**src/rtl/pwm_timer_pkg.sv**
```systemverilog
package pwm_timer_pkg;
  localparam int OFS_PARAM   = 'h04;
  localparam int OFS_CTRL    = 'h10;
  localparam int OFS_COUNT   = 'h14;
  localparam int OFS_PERIOD  = 'h18;
  localparam int OFS_CH_BASE = 'h20;
  localparam int CH_STRIDE   = 8;
  localparam int CH_CMP_OFS  = 4;

  typedef enum logic [1:0] {
    SEL_OFF  = 2'b00,
    SEL_INV  = 2'b01,
    SEL_NORM = 2'b10,
    SEL_ALT  = 2'b11
  } out_sel_e;

  typedef struct packed {
    logic     flag;
    logic     pwm_en;
    logic     mode_a;
    out_sel_e sel;
  } ch_ctl_t;
endpackage

```
**src/rtl/pwm_timebase.sv**
```systemverilog
module pwm_timebase #(
  parameter int CNT_W = 16,
  parameter int PSC_W = 3
) (
  input  logic             clk_i,
  input  logic             rst_ni,
  input  logic             run_i,
  input  logic [PSC_W-1:0] psc_i,
  input  logic             clr_i,
  input  logic             per_we_i,
  input  logic [CNT_W-1:0] per_wdata_i,
  output logic [CNT_W-1:0] cnt_o,
  output logic [CNT_W-1:0] per_o,
  output logic             tick_o,
  output logic             wrap_o
);
  localparam int DIV_W = (1 << PSC_W) - 1;

  logic [DIV_W-1:0] div_q, div_mask;
  logic [CNT_W-1:0] cnt_q, per_q, per_buf_q;

  assign div_mask = ({{(DIV_W-1){1'b0}}, 1'b1} << psc_i) - 1'b1;
  assign tick_o   = run_i && ((div_q & div_mask) == div_mask);
  assign wrap_o   = tick_o && (cnt_q == per_q);

  always_ff @(posedge clk_i or negedge rst_ni) begin
    if (!rst_ni)                div_q <= '0;
    else if (clr_i || !run_i)   div_q <= '0;
    else                        div_q <= div_q + 1'b1;
  end

  always_ff @(posedge clk_i or negedge rst_ni) begin
    if (!rst_ni)      cnt_q <= '0;
    else if (clr_i)   cnt_q <= '0;
    else if (wrap_o)  cnt_q <= '0;
    else if (tick_o)  cnt_q <= cnt_q + 1'b1;
  end

  // holding register always takes the write; active copy only when stopped or at wrap
  always_ff @(posedge clk_i or negedge rst_ni) begin
    if (!rst_ni) begin
      per_q     <= '0;
      per_buf_q <= '0;
    end else begin
      if (per_we_i) begin
        per_buf_q <= per_wdata_i;
        if (!run_i) per_q <= per_wdata_i;
      end
      if (wrap_o) per_q <= per_we_i ? per_wdata_i : per_buf_q;
    end
  end

  assign cnt_o = cnt_q;
  assign per_o = per_q;
endmodule

```
**src/rtl/pwm_channel.sv**
```systemverilog
module pwm_channel import pwm_timer_pkg::*; #(
  parameter int CNT_W = 16
) (
  input  logic             clk_i,
  input  logic             rst_ni,
  input  logic             run_i,
  input  logic             tick_i,
  input  logic             wrap_i,
  input  logic [CNT_W-1:0] cnt_i,
  input  logic             ctl_we_i,
  input  logic             cmp_we_i,
  input  logic [31:0]      wdata_i,
  output ch_ctl_t          ctl_o,
  output logic [CNT_W-1:0] cmp_o,
  output logic             pwm_o
);
  ch_ctl_t          ctl_q;
  logic [CNT_W-1:0] cmp_q, cmp_buf_q;
  logic             below;

  always_ff @(posedge clk_i or negedge rst_ni) begin
    if (!rst_ni) begin
      ctl_q <= '0;
    end else begin
      if (ctl_we_i) begin
        ctl_q.pwm_en <= wdata_i[5];
        ctl_q.mode_a <= wdata_i[4];
        ctl_q.sel    <= out_sel_e'(wdata_i[3:2]);
      end
      // set wins over a simultaneous clear
      if (tick_i && (cnt_i == cmp_q))     ctl_q.flag <= 1'b1;
      else if (ctl_we_i && wdata_i[7])    ctl_q.flag <= 1'b0;
    end
  end

  always_ff @(posedge clk_i or negedge rst_ni) begin
    if (!rst_ni) begin
      cmp_q     <= '0;
      cmp_buf_q <= '0;
    end else begin
      if (cmp_we_i) begin
        cmp_buf_q <= wdata_i[CNT_W-1:0];
        if (!run_i) cmp_q <= wdata_i[CNT_W-1:0];
      end
      if (wrap_i) cmp_q <= cmp_we_i ? wdata_i[CNT_W-1:0] : cmp_buf_q;
    end
  end

  assign below = cnt_i < cmp_q;

  always_comb begin
    unique case (ctl_q.sel)
      SEL_OFF: pwm_o = 1'b0;
      SEL_INV: pwm_o = ~below;
      default: pwm_o = below;
    endcase
    if (!ctl_q.pwm_en) pwm_o = 1'b0;
  end

  assign ctl_o = ctl_q;
  assign cmp_o = cmp_q;
endmodule

```
**src/rtl/pwm_timer.sv**
```systemverilog
module pwm_timer import pwm_timer_pkg::*; #(
  parameter int N_CH   = 4,
  parameter int CNT_W  = 16,
  parameter int PSC_W  = 3,
  parameter int ADDR_W = 8
) (
  input  logic              clk_i,
  input  logic              rst_ni,
  input  logic              we_i,
  input  logic              re_i,
  input  logic [ADDR_W-1:0] addr_i,
  input  logic [31:0]       wdata_i,
  output logic [31:0]       rdata_o,
  output logic [N_CH-1:0]   pwm_o
);
  localparam int CTRL_W = PSC_W + 3;  // prescale, 2-bit run field, center select

  logic [CTRL_W-1:0] ctrl_q;
  logic [PSC_W-1:0]  psc;
  logic              run, tick, wrap, cnt_clr, per_we;
  logic [CNT_W-1:0]  cnt, per_act;
  logic [31:0]       rd_mux;

  ch_ctl_t           ch_ctl [N_CH];
  logic [CNT_W-1:0]  ch_cmp [N_CH];
  logic [2*N_CH-1:0] ch_sel_flat;
  logic [N_CH-1:0]   ch_pwm_en, ch_flag;

  assign psc     = ctrl_q[PSC_W-1:0];
  assign run     = |ctrl_q[PSC_W+1:PSC_W];
  assign cnt_clr = we_i && (addr_i == ADDR_W'(OFS_COUNT));
  assign per_we  = we_i && (addr_i == ADDR_W'(OFS_PERIOD));

  always_ff @(posedge clk_i or negedge rst_ni) begin
    if (!rst_ni)                                    ctrl_q <= '0;
    else if (we_i && addr_i == ADDR_W'(OFS_CTRL))   ctrl_q <= wdata_i[CTRL_W-1:0];
  end

  pwm_timebase #(.CNT_W(CNT_W), .PSC_W(PSC_W)) u_timebase (
    .clk_i       (clk_i),
    .rst_ni      (rst_ni),
    .run_i       (run),
    .psc_i       (psc),
    .clr_i       (cnt_clr),
    .per_we_i    (per_we),
    .per_wdata_i (wdata_i[CNT_W-1:0]),
    .cnt_o       (cnt),
    .per_o       (per_act),
    .tick_o      (tick),
    .wrap_o      (wrap)
  );

  for (genvar i = 0; i < N_CH; i++) begin : g_ch
    localparam logic [ADDR_W-1:0] CTL_ADDR = ADDR_W'(OFS_CH_BASE + CH_STRIDE * i);
    localparam logic [ADDR_W-1:0] CMP_ADDR = ADDR_W'(OFS_CH_BASE + CH_STRIDE * i + CH_CMP_OFS);

    pwm_channel #(.CNT_W(CNT_W)) u_ch (
      .clk_i    (clk_i),
      .rst_ni   (rst_ni),
      .run_i    (run),
      .tick_i   (tick),
      .wrap_i   (wrap),
      .cnt_i    (cnt),
      .ctl_we_i (we_i && addr_i == CTL_ADDR),
      .cmp_we_i (we_i && addr_i == CMP_ADDR),
      .wdata_i  (wdata_i),
      .ctl_o    (ch_ctl[i]),
      .cmp_o    (ch_cmp[i]),
      .pwm_o    (pwm_o[i])
    );

    assign ch_sel_flat[2*i +: 2] = ch_ctl[i].sel;
    assign ch_pwm_en[i]          = ch_ctl[i].pwm_en;
    assign ch_flag[i]            = ch_ctl[i].flag;
  end

  always_comb begin
    rd_mux = '0;
    if (addr_i == ADDR_W'(OFS_PARAM))  rd_mux = {24'd0, 8'(N_CH)};
    if (addr_i == ADDR_W'(OFS_CTRL))   rd_mux = 32'(ctrl_q);
    if (addr_i == ADDR_W'(OFS_COUNT))  rd_mux = 32'(cnt);
    if (addr_i == ADDR_W'(OFS_PERIOD)) rd_mux = 32'(per_act);
    for (int i = 0; i < N_CH; i++) begin
      if (addr_i == ADDR_W'(OFS_CH_BASE + CH_STRIDE * i))
        rd_mux = {24'd0, ch_ctl[i].flag, 1'b0, ch_ctl[i].pwm_en, ch_ctl[i].mode_a,
                  ch_ctl[i].sel, 2'b00};
      if (addr_i == ADDR_W'(OFS_CH_BASE + CH_STRIDE * i + CH_CMP_OFS))
        rd_mux = 32'(ch_cmp[i]);
    end
  end

  assign rdata_o = re_i ? rd_mux : '0;
endmodule

```
**config.mk**
```make
export PLATFORM = sky130hd
export DESIGN_NAME = pwm_timer
export DESIGN_NICKNAME = d
export VERILOG_FILES = /design/src/rtl/pwm_timer_pkg.sv /design/src/rtl/pwm_timebase.sv /design/src/rtl/pwm_channel.sv /design/src/rtl/pwm_timer.sv
export SDC_FILE = /design/constraint.sdc
export NUM_CORES = 1
export LEC_CHECK = 0
export ABC_AREA = 1
export BUFFER_PORTS_ARGS = -buffer_cell sky130_fd_sc_hd__buf_2
export CAP_MARGIN = 5
export CELL_PAD_IN_SITES_DETAIL_PLACEMENT = 2
export CELL_PAD_IN_SITES_GLOBAL_PLACEMENT = 2
export CORE_MARGIN = 1.5
export CORE_UTILIZATION = 40
export DETAILED_ROUTE_END_ITERATION = 6
export PLACE_DENSITY = 0.89
export SLEW_MARGIN = 20
export SYNTH_ARGS = -nofsm -noshare
export SYNTH_HDL_FRONTEND = slang
export SYNTH_SLANG_ARGS = --single-unit
```
**constraint.sdc**
```tcl
create_clock -name clk_i -period 3.3 [get_ports clk_i]
set_input_delay 0.66 -clock clk_i [delete_from_list [all_inputs] [get_ports clk_i]]
set_output_delay 0.66 -clock clk_i [all_outputs]
set_load 0.01 [all_outputs]
```
==> results by group, run 1 <==
Route
  • Vias: 13.10k
  • DRC Markers: 1
  • Iter 0 DRT Violations: 1,516
  • Total wire length: 67,830 µm
  • Via/cell ratio: 6.655
  • Post-DRT Antenna Nets: 0
  • WL/cell: 34.45 µm
  • First drt pass iteration count: 7

Clock tree
  • CTS H-tree depth: 1
  • Root Driver: clkbuf_16
  • CTS max path bufs: 3
  • Worst-path clk slew: 0.09 ns
  • Insertion delay to the later sink of the worst-skew pair: 0.57 ns
  • Sink Count: 209
  • CTS tree: done
  • Cts bufs inserted: 26
  • # hold bufs at CTS: 0

STA
  • Fmax: 278.1 MHz
  • Worst-Margin Slew: 0.9151 ns
  • Fin. max-slew vios: 0
  • Setup violators final: 6
  • Max Clock Skew: 0.03631 ns
  • Final Worst Setup Slack: -0.2960 ns
  • Hold_ws: 0.06219 ns
  • Tmin final: 3.596 ns
  • Slew HR: 38.84%
  • Final Hold Vio Count: 0
  • Period Utilization, post-route: 109.0%
  • RSZ-0062 raised after global routing: true

Power and ir drop
  • Leak: 6.751 nW
  • Pwr Density: 642.9 mW/mm²
  • Peak supply drop: 0.4798 mV

Placed design
  • Place WS: 0.09999 ns
  • Placed wire-length estimate: 35,750 µm
  • Port Buf Inserts: 47
  • Routability cong.: 0.9302
  • Dpl cells: 1,911

Synthesis
  • Sequential area share after synthesis: 43.13%
  • Synth warnings: 0
  • Syn avg cell area: 8.030 µm²
  • Netlist cell types: 42
  • Share of the synthesized area in the top cell type: 43.13%
  • #FFs+latches synth: 209
  • Syn Inst Count: 1,510
  • Top cells by area, synth: dfrtp_1, nand3_1, nand2_1
  • Post-synth top area cell: dfrtp_1
  • Mapped Area: 0.01213 mm²

Layout
  • Final non-filler cell total: 1,969
  • Finished Core Util: 47.29%
  • Layout net count: 1,669
  • Syn-to-layout area delta: 15.91%
  • Layout cells sized above 1: 15.41%

Worst setup path
  • CP Data Required Time: 2.64 ns
  • Most common cell on crit path: nor2_1
  • CP max-delay cell: o221ai_2
  • CP Buf/Inv Count: 2
  • Critical path type: flop to primary output
  • CP peak stage delay: 0.49 ns
  • Crit-path leading delay family: compound AO/OA/AOI/OAI gates
  • Setup crit end kind: primary output
  • Critical-path cell list: inv_1 > ha_1 > nand4_1 > o221ai_2 > a21o_1 > nor2_1 > nor2_1 > buf_2
  • Critical path peak fanout: 2
  • Type of origin of the critical path: flop
  • Worst Path Arrival: 2.94 ns

Outcome
  • Failing checks: design-rule violations, negative setup slack
  • Outcome: complete, but fails checks

Die
  • I/O Pins: 80
  • Die width: 177.1 µm
  • Die Y-Extent: 177.1 µm
  • Site Rows: 63
  • Starting Density: 40.80%
  • Die Area: 0.03137 mm²
  • Core box area: 0.02972 mm²

Hold path
  • Hold crit path type: input port to async pin

Global route
  • First-pass GRT wire length: 90,790 µm
  • Number of global-route vias before repair: 14.05k
  • Largest net degree at the start of global routing: 86
  • GRT Total Usage: 38.71%
  • Initial antenna violation count: 3
  • Grt ovf: 0

Job
  • Max cap viols: 0
[logic make-up after synthesis]
group | Yosys count | synth area share, %
and+or+nand+nor | 750 | 27.28
buffers and inverters | 246 | 8.781
DFF | 209 | 43.13
AOI/OAI and AO/OA | 184 | 9.318
adders and majority gates | 66 | 6.810
muxes | 36 | 3.343
xor gates and xnor gates | 18 | 1.300
other | 1 | 0.03093
[power breakdown]
group	internal, mW	switching [mW]
Combinational	0.793	1.89
Clock	1.74	1.32
Sequential	2.85	0.432
[metal layers]
metal	part of all wire, %	GRT usage (%)	up-vias
met2	45	62.26	994
met5	0.049	0	-
met4	7.6	21.65	4
met1	37	48.64	6622
li1	-	-	5096
met3	10	7.625	388
[state kept, by name (all words and copies together) (netlist names)]
register and cells:
u_timebase.per_o 16, g_ch.u_ch.cmp_o 64, g_ch.u_ch.cmp_buf_q 64, ctrl_q 6, u_timebase.div_q 7, g_ch.u_ch.ctl_o 20
u_timebase.cnt_o 16, u_timebase.per_buf_q 16
[repair_timing]
| action | CTS | global route |
|---|---|---|
| resized for setup | 22 | 46 |
| endpoints found under the setup margin | 5 | 12 |
| buffers inserted | 4 | 6 |
| pin swaps | 0 | 7 |
[cell usage after synthesis]
library cell / number
conb_1: 1
nor3_4: 1
nor3_1: 7
a31oi_1: 1
o31ai_1: 1
inv_1: 141
a21o_1: 3
o21a_1: 31
o22ai_1: 6
o211ai_1: 5
o21ai_0: 56
nor4_1: 1
clkinv_1: 7
a21oi_1: 48
o21ai_1: 5
nand2_2: 5
nor2_4: 3
or2_2: 5
o21bai_1: 1
o221ai_1: 3
nor2_1: 63
clkbuf_1: 39
nor2_2: 4
a221oi_1: 6
buf_4: 30
mux2_2: 22
a211oi_1: 3
xor2_1: 7
o41ai_1: 3
nand3b_1: 1
nor3_2: 1
o2111ai_1: 12
nand4_1: 18
buf_2: 23
xnor2_1: 11
dfrtp_1: 209
ha_1: 66
mux2_1: 14
or2_0: 1
nand2_1: 357
nand3_1: 283
inv_2: 6
[cells in the final DEF, fill, tap and decap left out, types with 7 or more instances in the layout]
| cell | count |
|---|---|
| o21a_1 | 31 |
| clkbuf_8 | 8 |
| buf_2 | 46 |
| inv_2 | 7 |
| ha_1 | 61 |
| mux2_1 | 14 |
| nor2_2 | 7 |
| o21ai_1 | 10 |
| mux2_2 | 22 |
| a21oi_1 | 40 |
| xor2_1 | 7 |
| nand3_1 | 282 |
| xnor2_1 | 11 |
| clkbuf_16 | 27 |
| o21ai_0 | 51 |
| buf_12 | 7 |
| o2111ai_1 | 9 |
| nand2_1 | 356 |
| dfrtp_1 | 189 |
| buf_4 | 43 |
| nor2_1 | 54 |
| nor2_4 | 9 |
| inv_1 | 138 |
| dfrtp_2 | 20 |
| conb_1 | 16 |
| nand4_1 | 18 |
| a21oi_2 | 7 |
[through the flow]
step           area, µm²  TNS (ns)  total power, mW
2_1_floorplan      12180         0            4.251
3_3_place_gp       12860         0            4.978
3_5_place_dp       12860         0            5.193
4_1_cts            13830         0            8.393
5_1_grt            14050   -0.9279            9.177
6_report           14050   -0.8154            9.036
[layout make-up]
type,instances,area [µm²]
well taps,390,488.0
clock buffers,39,800.8
repair buffers,98,719.4
inverters,154,590.6
clock inverters,7,62.56
multi-input cells,1070,6133
diodes,2,5.005
fillers,3211,15660
flip-flops and latches,209,5255
[path summary, 6_finish.rpt]
path,from,depth (start not counted),to,slack (ns)
worst max-delay path,g_ch[2].u_ch.cmp_o[12],8,pwm_o[2],-0.30
worst min-delay path,rst_ni,1,g_ch[1].u_ch.ctl_o[4],0.06
worst max register to register,u_timebase.cnt_o[6],11,u_timebase.per_o[1],0.25
worst min register to register,g_ch[2].u_ch.cmp_buf_q[13],2,g_ch[2].u_ch.cmp_buf_q[13],0.48
max in group asynchronous,rst_ni,2,g_ch[2].u_ch.cmp_buf_q[10],2.31
min in group clk_i,wdata_i[4],3,g_ch[2].u_ch.cmp_o[4],0.47
Note: power is estimated with default switching activity, not from simulation.
==> run 2, diff against run 1 <==
--- a/config.mk
+++ b/config.mk
@@ -8,12 +8,10 @@
 export ABC_AREA = 1
 export BUFFER_PORTS_ARGS = -buffer_cell sky130_fd_sc_hd__buf_2
 export CAP_MARGIN = 5
-export CELL_PAD_IN_SITES_DETAIL_PLACEMENT = 2
-export CELL_PAD_IN_SITES_GLOBAL_PLACEMENT = 2
 export CORE_MARGIN = 1.5
-export CORE_UTILIZATION = 40
+export CORE_UTILIZATION = 65
 export DETAILED_ROUTE_END_ITERATION = 6
-export PLACE_DENSITY = 0.89
+export PLACE_DENSITY = 0.88
 export SLEW_MARGIN = 20
 export SYNTH_ARGS = -nofsm -noshare
 export SYNTH_HDL_FRONTEND = slang
==> run 2 against run 1 <==
  * Critical path depth increased by 2
  * Worst setup slack improved by 0.37 ns
  * Routed wire length decreased by 48%
  * Critical endpoint is now pwm_o[3]
  * Largest cell class unchanged
  * Global-route usage decreased by 1.7 points
  * Fmax increased by 12%
  * The flow finishes with violations (design-rule violations)
  * Highest routed layer is now met4
==> results by group, run 2 (synthesis results as in run 1) <==
Layout
  • Antenna cells: 0 (-2)
  • Multi-input gate area: 0.005919 mm² (-3.5%)
  • Layout net count: 1,651 (-1.1%)
  • Syn-to-layout area delta: 10.80%
  • Layout cells sized above 1: 12.07% (-3.3 points)
  • Most common cell after layout, fill and taps aside: nand2_1
  • Most frequent cells in the layout: nand2_1, nand3_1, dfrtp_1
  • Final non-filler cell total: 1,787 (-9.2%)
  • Fillers: 1,328 (-59%)
  • Reg area: 0.005241 mm² (-0.26%)
  • Post-route design area: 0.01344 mm² (-4.4%)

Route
  • Post-DRT Antenna Nets: 0 (unchanged)
  • Iter 0 DRT Violations: 1,220 (-20%)
  • DRC Markers: 4 (+3)
  • First drt pass iteration count: 7 (unchanged)
  • WL/cell: 19.69 µm (-43%)
  • Via/cell ratio: 6.247 (-6.1%)
  • Vias: 11.16k (-15%)
  • Total wire length: 35,190 µm (-48%)

Worst setup path
  • CP max-delay cell: dfrtp_2
  • Levels on crit path: 10 (+2)
  • Critical path peak fanout: 9 (+7)
  • Setup crit end kind: primary output
  • Worst Path Arrival: 2.56 ns (-0.38 ns)
  • CP Launch Point: u_timebase.cnt_o[1]
  • CP peak stage delay: 0.50 ns (about the same)
  • Worst R2R Setup Slack: 0.65 ns (+0.40 ns)
  • Critical path type: flop to primary output
  • CP Buf/Inv Count: 1 (-1)
  • Critical R2R Launch: u_timebase.cnt_o[3]
  • FF-to-FF End: g_ch[3].u_ch.cmp_o[6]
  • Worst R2R Path Depth: 11 (unchanged)
  • Setup crit end: pwm_o[3]
  • CP Data Required Time: 2.64 ns (about the same)
  • Critical-path cell list: ha_1 > a21oi_1 > o21ai_0 > nand2_1 > o211ai_1 > nand2_1 > nand3_1 > o21ai_0 > nor2_1 > buf_2
  • Crit-path leading delay family: compound AO/OA/AOI/OAI gates
  • Type of origin of the critical path: flop

STA
  • Slew HR: 51.29% (+12 points)
  • Max Clock Skew: 0.007144 ns (-0.02917 ns)
  • Fin Setup TNS: 0 ns (+0.8154 ns)
  • Tmin final: 3.221 ns (-0.3748 ns)
  • Fin. max-slew vios: 0 (unchanged)
  • Final Hold Vio Count: 0 (unchanged)
  • Worst-Margin Slew: 0.7289 ns (-0.1862 ns)
  • Fmax: 310.4 MHz (+12%)
  • Setup violators final: 0 (-6)
  • RSZ-0062 raised after global routing: false
  • Period Utilization, post-route: 97.61% (-11 points)

Placed design
  • Placed wire-length estimate: 24,620 µm (-31%)
  • Dpl cells: 1,743 (-8.8%)
  • Placed Area: 0.01253 mm² (-2.5%)
  • Routability cong.: 1.000 (+7.5%)
  • Port Buf Inserts: 47 (unchanged)

Global route
  • Met1 Usage GRT: 51.38% (+2.7 points)
  • Busiest metal layer after global routing: met2
  • Number of global-route vias before repair: 10.90k (-22%)
  • Met3 Track Usage GR: 7.949% (+0.32 points)
  • First-pass GRT wire length: 57,070 µm (-37%)
  • Grt ovf: 0 (unchanged)
  • Largest net degree at the start of global routing: 83 (-3.5%)
  • M2 GR Usage: 57.40% (-4.9 points)
  • GRT Total Usage: 37.02% (-1.7 points)
  • Initial antenna violation count: 0 (-3)

Power and ir drop
  • Leak: 6.645 nW (-1.6%)
  • Sw Ratio: 32.92% (-7.5 points)
  • Cell Int Power: 5.303 mW (-1.6%)
  • Sequential Power Share: 40.3% (+4.0 points)
  • Pwr Density: 588.4 mW/mm² (-8.5%)
  • NetSw: 2.602 mW (-29%)
  • Clock power frac: 36.8% (+2.9 points)
  • Overall Power: 7.905 mW (-13%)
  • Combinational fraction of design power: 22.9% (-6.8 points)
  • Peak supply drop: 0.6235 mV (+30%)

Die
  • I/O Pins: 80 (unchanged)
  • Core box area: 0.01815 mm² (-39%)
  • Site Rows: 49 (-22%)
  • Starting Density: 66.82% (+26 points)
  • Die Y-Extent: 139.6 µm (-21%)
  • Die Area: 0.01948 mm² (-38%)
  • Die width: 139.6 µm (-21%)

Outcome
  • Failing checks: design-rule violations
  • Outcome: complete, but fails checks

Clock tree
  • Root Driver: clkbuf_16
  • # hold bufs at CTS: 0 (unchanged)
  • CTS H-tree depth: 1 (unchanged)
  • CTS max path bufs: 3 (unchanged)
  • CTS tree: done
  • Cts bufs inserted: 23 (-12%)
  • Sink Count: 209 (unchanged)
  • Worst-path clk slew: 0.06 ns (-0.03 ns)
  • Insertion delay to the later sink of the worst-skew pair: 0.53 ns (-0.04 ns)

Hold path
  • Hold crit path type: input port to async pin

Job
  • Max cap viols: 0 (unchanged)
==> run 2: changes by cell type in the layout (fill, tap and decap cells not counted), sizes merged <==
| cell | previous run | this run |
|---|---|---|
| clkinv | 12 | 15 |
| buf | 98 | 81 |
| clkbuf | 39 | 29 |
| inv | 145 | 148 |
| bufinv | 1 | 6 |
| diode | 2 | 0 |
| clkinvlp | 3 | 0 |
==> run 2: through the flow <==
stage / hold WS (ns) / utilization, % / setup WS, ns
after detailed placement: 0.4548 / 69.06 / 0.2807
after global routing: 0.2495 / 74.03 / 0.006565
after global placement: 0.4502 / 69.06 / 0.2945
after floorplan: 0.3644 / - / 0.7203
after CTS: 0.2169 / 73.81 / 0.03128
final: 0.1969 / 74.03 / 0.07879
==> run 2: how the worst min path moves through the flow <==
| stage | slack, ns | end | startpoint | cells past startpoint |
|---|---|---|---|---|
| finish | 0.20 | g_ch[1].u_ch.ctl_o[1] | rst_ni | 1 |
| global route | 0.25 | g_ch[1].u_ch.ctl_o[0] | rst_ni | 1 |
| CTS | 0.22 | g_ch[2].u_ch.ctl_o[0] | rst_ni | 1 |
| detailed placement | 0.45 | g_ch[2].u_ch.cmp_buf_q[11] | g_ch[2].u_ch.cmp_buf_q[11] | 2 |
| global placement | 0.45 | g_ch[2].u_ch.cmp_buf_q[6] | g_ch[2].u_ch.cmp_buf_q[6] | 2 |
| floorplan | 0.36 | ctrl_q[0] | rst_ni | 0 |
==> run 2: final cells by class <==
type	count	share of cell area, %
clock buffer	27	4.619
tap	229	2.133
multi-input combinational	1070	44.06
clock inverter	15	1.788
inverter	154	4.302
sequential	209	39.01
timing repair buffer	83	4.088
==> run 2: worst reg2reg max path, delay by kind of cell, from the launching register on <==
family	cells	cell delay, ns
buffers and inverters	4	0.76
DFF	1	0.47
and+or+nand+nor	7	1.30
==> run 2: repair_timing <==
item                                   in CTS  in global routing
endpoints found under the hold margin       0                  0
gates resized for setup                     0                 13
setup buffers                               0                  2
setup endpoints to repair                   0                  3
==> run 2: per-layer routing <==
layer	vias up	part of all wire [%]
met5	-	0
met4	0	3.6
met3	93	11
met2	644	45
met1	5349	40
li1	5078	-
==> run 2: power by group through the flow <==
stage	clock network [mW]	registers [mW]	logic [mW]
floorplan	0	3.05	1.20
global placement	0	3.18	1.68
detailed placement	0	3.20	1.73
CTS	2.92	3.15	1.75
global route	3.01	3.20	2.02
finish	2.91	3.18	1.81
